$ cat config.mk
export PLATFORM = sky130hd
export DESIGN_NAME = dwsel_top
export DESIGN_NICKNAME = d
export VERILOG_FILES = /design/src/rtl/dwsel_pkg.sv /design/src/rtl/dwsel_piece.sv /design/src/rtl/dwsel_type.sv /design/src/rtl/dwsel_top.sv
export SDC_FILE = /design/constraint.sdc
export NUM_CORES = 1
export LEC_CHECK = 0
export BUFFER_PORTS_ARGS = -buffer_cell sky130_fd_sc_hd__clkbuf_2
export CAP_MARGIN = 20
export CORE_MARGIN = 2
export CORE_UTILIZATION = 45
export DETAILED_ROUTE_END_ITERATION = 8
export PLACE_DENSITY = 0.77
export SLEW_MARGIN = 20
export SYNTH_ARGS = -nofsm -noshare
export SYNTH_HDL_FRONTEND = slang
export SYNTH_SLANG_ARGS = --single-unit
$ cat constraint.sdc
create_clock -name clk_i -period 4.55 [get_ports clk_i]
set_input_delay 0.455 -clock clk_i [delete_from_list [all_inputs] [get_ports clk_i]]
set_output_delay 0.455 -clock clk_i [all_outputs]
set_load 0.1 [all_outputs]
$ cat src/rtl/dwsel_pkg.sv
`timescale 1ns/1ps
package dwsel_pkg;
  typedef enum logic [1:0] {CLS_STS = 2'd0, CLS_CMP = 2'd1, CLS_PRM = 2'd2, CLS_OUT = 2'd3} cls_e;
  typedef enum logic [1:0] {WT_PART = 2'd0, WT_FULL = 2'd1, WT_INJ = 2'd2} wtype_e;
endpackage

$ cat src/rtl/dwsel_piece.sv
`timescale 1ns/1ps
module dwsel_piece #(
  parameter int SLOTS = 16,
  parameter int LEN_W = 8,
  localparam int SLOT_W = $clog2(SLOTS),
  localparam int CNT_W = SLOT_W + 1
) (
  input  logic [SLOT_W-1:0] off_i,
  input  logic [LEN_W-1:0]  rem_i,
  input  logic              single_i,
  output logic [CNT_W-1:0]  cnt_o,
  output logic [SLOTS-1:0]  mask_o,
  output logic              aligned_o,
  output logic              whole_o,
  output logic              eol_o
);
  logic [LEN_W:0]   space, rem_x;
  logic             rem_short;
  logic [CNT_W:0]   lo, hi;

  assign space     = (LEN_W+1)'(SLOTS) - (LEN_W+1)'(off_i);
  assign rem_x     = {1'b0, rem_i};
  assign rem_short = rem_x < space;

  always_comb begin
    if (single_i)       cnt_o = CNT_W'(1);
    else if (rem_short) cnt_o = rem_i[CNT_W-1:0];
    else                cnt_o = space[CNT_W-1:0];
  end

  assign lo = (CNT_W+1)'(off_i);
  assign hi = lo + (CNT_W+1)'(cnt_o);

  for (genvar s = 0; s < SLOTS; s++) begin : g_slot
    assign mask_o[s] = ((CNT_W+1)'(s) >= lo) && ((CNT_W+1)'(s) < hi);
  end

  assign aligned_o = (off_i == '0);
  assign whole_o   = aligned_o && (cnt_o == CNT_W'(SLOTS));
  assign eol_o     = (hi == (CNT_W+1)'(SLOTS));
endmodule

$ cat src/rtl/dwsel_type.sv
`timescale 1ns/1ps
module dwsel_type
  import dwsel_pkg::*;
(
  input  logic [1:0] cls_i,
  input  logic [1:0] mode_i,
  input  logic       aligned_i,
  input  logic       whole_i,
  input  logic       eol_i,
  output wtype_e     wt_o,
  output logic       pad_o
);
  always_comb begin
    wt_o  = WT_PART;
    pad_o = 1'b0;
    case (cls_e'(cls_i))
      CLS_STS: begin
        if (mode_i == 2'd1 && eol_i) wt_o = WT_INJ;
        if (mode_i == 2'd2 && eol_i) wt_o = WT_FULL;
      end
      CLS_CMP: begin
        if (mode_i == 2'd1) begin wt_o = WT_INJ;  pad_o = 1'b1; end
        if (mode_i == 2'd2) begin wt_o = WT_FULL; pad_o = 1'b1; end
      end
      CLS_PRM: begin
        case (mode_i)
          2'd0: if (whole_i) wt_o = WT_FULL;
          2'd1: if (aligned_i) begin wt_o = WT_FULL; pad_o = 1'b1; end
          2'd2: if (whole_i) wt_o = WT_INJ;
          default: if (aligned_i) begin wt_o = WT_INJ; pad_o = 1'b1; end
        endcase
      end
      default: begin
        if (whole_i) wt_o = mode_i[0] ? WT_INJ : WT_FULL;
      end
    endcase
  end
endmodule

$ cat src/rtl/dwsel_top.sv
`timescale 1ns/1ps
module dwsel_top
  import dwsel_pkg::*;
#(
  parameter int ADDR_W = 12,
  parameter int LEN_W  = 8,
  parameter int SLOTS  = 16,
  parameter int WORD_W = 64,
  localparam int SLOT_W = $clog2(SLOTS),
  localparam int LINE_W = ADDR_W - SLOT_W,
  localparam int CNT_W  = SLOT_W + 1
) (
  input  logic              clk_i,
  input  logic              rst_ni,
  input  logic              req_valid_i,
  output logic              req_ready_o,
  input  logic [1:0]        req_cls_i,
  input  logic [ADDR_W-1:0] req_addr_i,
  input  logic [LEN_W-1:0]  req_len_i,
  input  logic [WORD_W-1:0] req_wrd_i,
  input  logic [1:0]        cfg_sts_i,
  input  logic [1:0]        cfg_cmp_i,
  input  logic [1:0]        cfg_prm_i,
  input  logic              cfg_out_i,
  output logic              out_valid_o,
  input  logic              out_ready_i,
  output logic [LINE_W-1:0] out_line_o,
  output logic [SLOTS-1:0]  out_mask_o,
  output logic [1:0]        out_type_o,
  output logic              out_last_o,
  output logic [WORD_W-1:0] out_wrd_o,
  output logic              cfg_err_o
);
  logic              busy_q, err_q;
  logic [ADDR_W-1:0] addr_q;
  logic [LEN_W-1:0]  rem_q;
  logic [1:0]        cls_q, mode_q;
  logic [WORD_W-1:0] wrd_q;

  logic [CNT_W-1:0]  cnt;
  logic [SLOTS-1:0]  exact;
  logic              aligned, whole, eol, pad, single, last, accept, fire;
  wtype_e            wt;
  logic [1:0]        mode_in;
  logic              bad_in;

  assign single = (cls_q == CLS_CMP);

  dwsel_piece #(.SLOTS(SLOTS), .LEN_W(LEN_W)) u_piece (
    .off_i    (addr_q[SLOT_W-1:0]),
    .rem_i    (rem_q),
    .single_i (single),
    .cnt_o    (cnt),
    .mask_o   (exact),
    .aligned_o(aligned),
    .whole_o  (whole),
    .eol_o    (eol)
  );

  dwsel_type u_type (
    .cls_i    (cls_q),
    .mode_i   (mode_q),
    .aligned_i(aligned),
    .whole_i  (whole),
    .eol_i    (eol),
    .wt_o     (wt),
    .pad_o    (pad)
  );

  // invalid codes fall back to mode 0
  always_comb begin
    mode_in = 2'd0;
    bad_in  = 1'b0;
    case (cls_e'(req_cls_i))
      CLS_STS: if (cfg_sts_i == 2'd3) bad_in = 1'b1; else mode_in = cfg_sts_i;
      CLS_CMP: if (cfg_cmp_i == 2'd3) bad_in = 1'b1; else mode_in = cfg_cmp_i;
      CLS_PRM: mode_in = cfg_prm_i;
      default: mode_in = {1'b0, cfg_out_i};
    endcase
  end

  assign accept = req_valid_i && !busy_q;
  assign fire   = busy_q && out_ready_i;
  assign last   = single || (rem_q == LEN_W'(cnt));

  always_ff @(posedge clk_i or negedge rst_ni) begin
    if (!rst_ni) begin
      busy_q <= 1'b0;
      err_q  <= 1'b0;
      addr_q <= '0;
      rem_q  <= '0;
      cls_q  <= 2'd0;
      mode_q <= 2'd0;
      wrd_q  <= '0;
    end else if (accept) begin
      err_q <= err_q | bad_in;
      if (req_len_i != '0) begin
        busy_q <= 1'b1;
        addr_q <= req_addr_i;
        rem_q  <= req_len_i;
        cls_q  <= req_cls_i;
        mode_q <= mode_in;
        wrd_q  <= req_wrd_i;
      end
    end else if (fire) begin
      if (last) begin
        busy_q <= 1'b0;
      end else begin
        addr_q <= addr_q + ADDR_W'(cnt);
        rem_q  <= rem_q - LEN_W'(cnt);
      end
    end
  end

  assign req_ready_o = !busy_q;
  assign out_valid_o = busy_q;
  assign out_line_o  = addr_q[ADDR_W-1:SLOT_W];
  assign out_mask_o  = pad ? '1 : exact;
  assign out_type_o  = wt;
  assign out_last_o  = last;
  assign out_wrd_o   = wrd_q;
  assign cfg_err_o   = err_q;
endmodule

==> results of run 1 <==
cell type report:
class	instances	area, µm²	share of cell area, %
multi-input combinational	348	2957	40.52
timing repair buffer	228	1524	20.88
inverter	19	73.82	1.012
tap	140	175.2	2.401
clock inverter	5	60.06	0.8230
clock buffer	11	252.7	3.464
sequential	90	2255	30.90
how the worst max path moves through the flow:
stage,start,to,slack [ns],cells past startpoint
floorplan,addr_q[1],out_type_o[0],0.03,19
global placement,addr_q[0],out_type_o[0],0.22,18
detailed placement,addr_q[0],out_type_o[0],-0.007,18
CTS,addr_q[0],out_type_o[0],-0.07,19
global route,addr_q[1],out_type_o[0],-0.34,20
finish,addr_q[1],out_type_o[0],-0.18,19
Yosys cell counts (all sizes together) (8+ instances only):
master / number
nand3: 12
inv: 19
nor2: 38
ha: 25
o21ai: 29
dfrtp: 90
mux2: 64
a21oi: 44
nor3: 8
clkbuf: 12
nand2: 32
nor2b: 9
buf: 19
a31oi: 10
logic make-up (layout without fill, tap and decap cells):
kind of cell | after synthesis | count (layout)
compound gates | 124 | 124
fa+ha+maj | 27 | 27
flops | 90 | 90
mux | 69 | 69
xor+xnor | 5 | 5
simple gates | 123 | 123
buf+inv | 50 | 263
per-layer routing:
layer	track usage [%]	share of wire, %
met2	40.49	52
met5	0	0
met3	6.147	6.7
met4	9.167	2.9
met1	26.15	38
registers in the layout, indices dropped and copies added, names as in the netlist:
name         count
addr_q          12
mode_q           2
cls_q            2
cfg_err_o        1
out_wrd_o       64
out_valid_o      1
rem_q            8
timing repair:
item	4_1_cts	5_1_grt
buffers inserted	9	15
pin swaps	7	9
gates resized for setup	10	21
endpoints found under the setup margin	18	19
metrics by stage:
stage / utilization (%) / instance area (µm²)
after floorplan: - / 5309
after global placement: 60.89 / 6659
after detailed placement: 60.89 / 6659
after CTS: 64.85 / 7092
after global routing: 66.73 / 7297
final: 66.73 / 7297
==> flow_metrics.tcl, run 1 <==
set metrics [dict create \
    antenna_found_initial 0 \
    dp_hpwl_mm 10.73 \
    cp_slowest_cell "dfrtp_2" \
    viasPerCell 5.540 \
    final_common_cell "clkbuf_2" \
    antenna_left 0 \
    synth_top_family_by_area "compound AO/OA/AOI/OAI gates" \
    vias 4659 \
    slew_viol_final 0 \
    cts_buffers 9 \
    crit_fanout 6 \
    worst_slack_ns -0.1842 \
    synthArstFlopShare_pct 100.0 \
    die_h_um 110.5 \
    finalWirelength_mm 14.77 \
    avgSynthCellArea_um2 10.46 \
    netlist_top_cells_area "dfrtp_1, mux2_2, ha_1, a21oi_1, nor2_1" \
    crit_chain "inv_2, ha_4, nor3b_4, inv_2, ha_4, a21oi_4, nand2_2, a31oi_4, nor2_1, a211o_2, ha_4, fa_2, xor2_4, nor3_2, and3b_2, nand3_2, mux2i_2, a221o_2, buf_12" \
    synth_xor_area_share_pct 1.005 \
    finalNetCount 820 \
    rows 38 \
    route.detailed.drc 0 \
    outcome "complete, but fails checks" \
    final.period_utilization_pct 104.0 \
    synthToLayoutAreaGrowth_pct 42.91 \
    antenna-diode-count 0 \
    max_stage_delay_ns 0.41 \
    worstReg2RegEnd "rem_q[5]" \
    rsz0062_at_grt "yes" \
    slew_headroom_pct 44.01 \
    dp_cells 801 \
    syn_nets 612 \
    reg2reg_slack_ns 0.39 \
    worst_slew_pin_slew_ns 0.8399 \
    gp_congestion 0.9359 \
    instances_no_fill 841 \
    cts_hold_buf 0 \
    worstPathArrival_ns 4.28 \
    dieWidth_um 110.5 \
    synth-simple-area-share_pct 12.03 \
    fmax_mhz 211.2 \
    synth_top_area_cell "dfrtp_1" \
    final_cell_mix "clkbuf_2, dfrtp_1, mux2_2, nor2_1, buf_4" \
    clkTransAtPathRegs_ns 0.06 \
    finalSetupViolCount 18 \
    grt_max_degree 74 \
    r2r_cells 19 \
    yosys_warnings 0 \
    synthDistinctLibCells 66 \
    grt_pass1_wl_mm 23.04 \
    initial_core_util_pct 46.69 \
    maxCapViolCount 0 \
    critPathLaunchType "register" \
    synth-compound-area-share_pct 15.85 \
    die-area_um2 12210 \
    whs_ns 0.09102 \
    critPathBufInv 3 \
    required_ns 4.09 \
    overflow 0 \
    crit_type "reg -> out" \
    clock_latency_ns 0.34 \
    worstSetupEndpointType "primary output" \
    crit_top_cell "ha_4" \
    grt_use_total_pct 22.86 \
    cts_root_buffer "clkbuf_16" \
    reg2reg_from "addr_q[1]" \
    grt_pass1_vias 4855 \
    wire_per_inst_um 17.56 \
    synth.yosys.seq_area_share_pct 44.11 \
    place_ws_ns -0.006974 \
    synth_top_area_share_pct 44.11 \
    core_area_um2 10940 \
    drive_gt1_share_pct 54.49 \
    skew_ns 0.008679 \
    hold_path.class "in -> async" \
    hold_viol_final 0 \
    io_pins 191 \
    violations "negative setup slack" \
    fillers 827 \
    yosys.area_share.adder_pct 6.910 \
    setup-tns-final_ns -1.411 \
    crit_family "adder cells" \
    synth_edf_count 0 \
    synth.area.mux_share_pct 15.41 \
    drt_iter0_markers 279 \
    cts_tree "done" \
    h-tree-depth 3 \
    ys_ff_latch 90 \
    firstDrtPassIters 4 \
    io_buffer_count 190 \
    syn_inst 488 \
    cts_sinks 90 \
    syn_area_um2 5106 \
    yosys_most_used_dff "dfrtp_1" \
    clockBufferDepth 2 \
    min_period_ns 4.734 \
]
Power of run 1 is not shown: default switching activity piles up to over one toggle a cycle in this logic, so the estimate is an artifact.
==> run 2: changes to the inputs <==
--- a/config.mk
+++ b/config.mk
@@ -7,6 +7,7 @@
 export LEC_CHECK = 0
 export BUFFER_PORTS_ARGS = -buffer_cell sky130_fd_sc_hd__clkbuf_2
 export CAP_MARGIN = 20
+export CORE_ASPECT_RATIO = 0.8
 export CORE_MARGIN = 2
 export CORE_UTILIZATION = 45
 export DETAILED_ROUTE_END_ITERATION = 8
==> run 2 against run 1 <==
Compared with the run above: the run still ends with negative setup slack left; clock skew is 0.00077 ns lower; register-to-register slack improved by 0.09 ns; routed wire length down 0.33%; sequential cell count is the same; count of clock-buffer cells in the layout down 2; hold slack got worse by 0.062 ns; sequential share of layout area increased by 0.053 points; critical path type unchanged; non-clock buffer count is 5 lower; cell count decreased by 0.12%; critical path depth unchanged.
==> flow_metrics.tcl, run 2 (synthesized netlist as in run 1, its figures left out) <==
set metrics [dict create \
    firstDrtPassIters 6 \
    skew_ns 0.007913 \
    instances_no_fill 840 \
    clockBufferDepth 2 \
    crit_fanout 7 \
    synthToLayoutAreaGrowth_pct 42.66 \
    grt_use_met2_pct 38.63 \
    grt_pass1_vias 4588 \
    min_period_ns 4.829 \
    whs_ns 0.02940 \
    met3_usage_pct 4.931 \
    finalNetCount 815 \
    largest_reg_flops 64 \
    gp_congestion 0.8967 \
    grt_max_degree 65 \
    cts_sinks 90 \
    worst_slew_pin_slew_ns 0.8069 \
    fillers 856 \
    dp_hpwl_mm 11.17 \
    core_area_um2 10980 \
    vias 4616 \
    crit_type "reg -> out" \
    final_common_cell "clkbuf_2" \
    worst_slack_ns -0.2790 \
    final.period_utilization_pct 106.1 \
    io_pins 191 \
    hold_path.class "in -> async" \
    route.detailed.drc 0 \
    grtUsageMet1_pct 32.47 \
    cts_tree "done" \
    violations "negative setup slack" \
    cts_buffers 9 \
    overflow 0 \
    dp_cells 809 \
    die-area_um2 12220 \
    critPathLaunchType "register" \
    rows 34 \
    hold_viol_final 0 \
    top_usage_layer "met2" \
    outcome "complete, but fails checks" \
    initial_core_util_pct 46.52 \
    viasPerCell 5.495 \
    clock_latency_ns 0.33 \
    die_h_um 99.28 \
    worstSetupEndpointType "primary output" \
    cts_root_buffer "clkbuf_16" \
    h-tree-depth 3 \
    drive_gt1_share_pct 53.30 \
    grt_use_total_pct 23.67 \
    dieWidth_um 123.1 \
    finalWirelength_mm 14.72 \
    finalSetupViolCount 17 \
    maxCapViolCount 0 \
    rsz0062_at_grt "yes" \
    worstPathArrival_ns 4.37 \
    antenna_left 0 \
    fin_util_pct 66.37 \
    slew_headroom_pct 46.21 \
    antenna-diode-count 0 \
    antenna_found_initial 0 \
    grt_pass1_wl_mm 22.80 \
    wire_per_inst_um 17.52 \
    drt_iter0_markers 312 \
    fmax_mhz 207.1 \
    clkTransAtPathRegs_ns 0.07 \
    io_buffer_count 190 \
    required_ns 4.09 \
    slew_viol_final 0 \
    final_cell_mix "clkbuf_2, dfrtp_1, mux2_2, nor2_1, a21oi_1" \
]
-- run 2: what timing repair did --
action / CTS / global route
pin swaps: 8 / 12
gates resized for setup: 11 / 12
setup endpoints to repair: 19 / 19
setup buffers: 9 / 6
hold buffers: 0 / 0
-- run 2: worst max-delay path: stages (launching register included) --
cell and delay, ns:
dfrtp_2 0.39, inv_4 0.05, ha_4 0.17, xor2_2 0.18, ha_4 0.31, nand2_1 0.06, o21ai_2 0.17, a31oi_4 0.16
buf_4 0.17, buf_6 0.11, a211o_4 0.34, ha_4 0.17, fa_2 0.44, xor2_4 0.17, nor3_2 0.23, and3b_2 0.25
nand3_2 0.09, mux2i_4 0.19, a221o_2 0.22, buf_12 0.17
-- run 2: metal layers --
layer / vias up / part of all wire (%)
met5: - / 0
met4: 0 / 1.7
met3: 22 / 5.6
met2: 168 / 49
met1: 2262 / 43
li1: 2164 / -
-- run 2: cell type report --
class	count	area, µm²	area share (%)
clock inverter	7	123.9	1.700
inverter	19	76.32	1.048
multi-input combinational	348	2924	40.14
clock buffer	9	225.2	3.092
sequential	90	2255	30.95
timing repair buffer	223	1500	20.59
tap	144	180.2	2.473
-- run 2: final timing paths --
check | from | end | slack, ns | cells past startpoint
worst max-delay path | addr_q[0] | out_type_o[0] | -0.28 | 19
worst min-delay path | rst_ni | out_wrd_o[20] | 0.03 | 1
worst max register to register | addr_q[0] | rem_q[7] | 0.48 | 16
worst min register to register | cfg_err_o | cfg_err_o | 0.47 | 1
max in group asynchronous | rst_ni | out_valid_o | 3.39 | 2
min in group clk_i | req_addr_i[0] | addr_q[0] | 0.36 | 3
-- run 2: per-stage QoR --
step	setup TNS, ns	setup WS (ns)	area (µm²)
2_1_floorplan	0	0.02962	5309
6_report	-1.941	-0.2790	7284
3_3_place_gp	0	0.1374	6706
5_1_grt	-5.330	-0.4116	7284
3_5_place_dp	-0.1139	-0.05027	6706
4_1_cts	-0.2756	-0.1121	7173
Power of run 2 is left out for the same reason.
==> run 3: changes to the inputs <==
--- a/config.mk
+++ b/config.mk
@@ -8,7 +8,7 @@
 export BUFFER_PORTS_ARGS = -buffer_cell sky130_fd_sc_hd__clkbuf_2
 export CAP_MARGIN = 20
 export CORE_ASPECT_RATIO = 0.8
-export CORE_MARGIN = 2
+export CORE_MARGIN = 5
 export CORE_UTILIZATION = 45
 export DETAILED_ROUTE_END_ITERATION = 8
 export PLACE_DENSITY = 0.77
==> run 3 against run 2 <==
Compared with the run above: cell count is 0.24% higher; first-iteration DRC count is 17% lower; routed wire length is 2.3% higher; the flow still finishes with violations (negative setup slack); die area is 11% higher; global-route usage is 1.7 points lower; largest cell class unchanged.
==> flow_metrics.tcl, run 3 (synthesized netlist as in run 1, its figures left out) <==
set metrics [dict create \
    outcome "complete, but fails checks" \
    violations "negative setup slack" \
    rows 34 \
    clock_latency_ns 0.34 \
    die_h_um 105.3 \
    worst_slack_ns -0.1059 \
    worst_slew_pin_slew_ns 0.8512 \
    max_stage_delay_ns 0.41 \
    largest_reg_flops 64 \
    gp_congestion 0.9505 \
    final_cell_mix "clkbuf_2, dfrtp_1, mux2_2, nor2_1" \
    rsz0062_at_grt "yes" \
    fin_area_um2 7262 \
    drive_gt1_share_pct 53.44 \
    cts_buffers 9 \
    viasPerCell 5.466 \
    crit_fanout 6 \
    die-area_um2 13590 \
    startpoint "addr_q[1]" \
    clkTransAtPathRegs_ns 0.07 \
    hold_path.class "in -> async" \
    required_ns 4.09 \
    skew_ns 0.01163 \
    slew_headroom_pct 43.25 \
    dpl-instance-area_um2 6699 \
    grt_max_degree 91 \
    finalNetCount 817 \
    worstPathArrival_ns 4.20 \
    cp_slowest_cell "dfrtp_2" \
    crit_type "reg -> out" \
    io_pins 191 \
    dieWidth_um 129.1 \
    critPathLaunchType "register" \
    maxCapViolCount 0 \
    wire_per_inst_um 17.89 \
    dp_hpwl_mm 11.73 \
    initial_core_util_pct 46.52 \
    clockBufferDepth 2 \
    crit_family "compound AO/OA/AOI/OAI gates" \
    min_period_ns 4.656 \
    cts_root_buffer "clkbuf_16" \
    antenna-diode-count 0 \
    cts_sinks 90 \
    fmax_mhz 214.8 \
    antenna_left 0 \
    overflow 0 \
    h-tree-depth 3 \
    cts_hold_buf 0 \
    route.detailed.drc 0 \
    crit_chain "inv_2, ha_4, nor3b_4, inv_2, ha_4, a21oi_2, nand2_2, a31oi_4, buf_6, nor2_1, a21oi_1, nor2_1, ha_1, a21oi_1, and2_4, or3_4, a2bb2oi_4, o32a_2, buf_12" \
    slew_viol_final 0 \
    finalSetupViolCount 11 \
    vias 4602 \
    final.period_utilization_pct 102.3 \
    hold_viol_final 0 \
    drt_iter0_markers 260 \
    grt_pass1_wl_mm 23.89 \
    grt_pass1_vias 4608 \
    io_buffer_count 190 \
    cts_tree "done" \
    critPathBufInv 4 \
    worstSetupEndpointType "primary output" \
    synthToLayoutAreaGrowth_pct 42.22 \
    antenna_found_initial 0 \
    whs_ns 0.1893 \
    grt_use_total_pct 21.94 \
    reg2reg_from "addr_q[1]" \
    finalWirelength_mm 15.06 \
    core_area_um2 10980 \
    final_common_cell "clkbuf_2" \
    firstDrtPassIters 5 \
]
## run 3: routing by layer
| layer | track usage, % | part of all wire, % | vias to the layer above |
|---|---|---|---|
| met4 | 5.997 | 2.0 | 0 |
| met1 | 28.86 | 42 | 2241 |
| met5 | 0 | 0 | - |
| met2 | 35.91 | 50 | 169 |
| li1 | - | - | 2168 |
| met3 | 5.814 | 6.2 | 24 |
## run 3: metrics by stage
stage,std cells,utilization [%],TNS (ns),setup slack (ns)
after floorplan,488,-,0,0.02962
after global placement,808,61.04,0,0.1543
after detailed placement,808,61.04,0,0.02169
after CTS,835,65.31,-0.1054,-0.03838
after global routing,842,66.17,-2.717,-0.2477
final,842,66.17,-0.4101,-0.1059
## run 3: worst register-to-register path: stages (launching register included)
cell      delay (ns)
dfrtp_2         0.41
inv_2           0.08
ha_4            0.16
nor3b_4         0.21
inv_2           0.08
ha_4            0.22
a21oi_2         0.12
nand2_2         0.08
a31oi_4         0.27
buf_6           0.16
buf_4           0.14
a21oi_1         0.08
or2_2           0.31
ha_1            0.33
and4_1          0.19
a31oi_1         0.17
a31oi_2         0.58
a21oi_1         0.07
o2bb2a_1        0.31
## run 3: area by class of cell
class	instances	area (µm²)
inverter	19	73.82
fill	844	3714
multi-input combinational	348	2898
clock inverter	7	123.9
clock buffer	9	225.2
timing repair buffer	225	1506
tap	144	180.2
sequential	90	2255
## run 3: repair_timing
item	in CTS	in global routing
endpoints found under the hold margin	0	0
resized for setup	10	9
endpoints found under the setup margin	18	19
pin swaps	11	3
setup buffers	11	7
## run 3: path summary, 6_finish.rpt
check	end	slack (ns)	cells past startpoint
max	out_mask_o[3]	-0.11	19
min	out_wrd_o[37]	0.19	1
max reg2reg	rem_q[5]	0.48	18
min reg2reg	cfg_err_o	0.46	1
max in group asynchronous	addr_q[0]	3.80	1
min in group clk_i	out_wrd_o[37]	0.35	2
Power of run 3 is left out for the same reason.
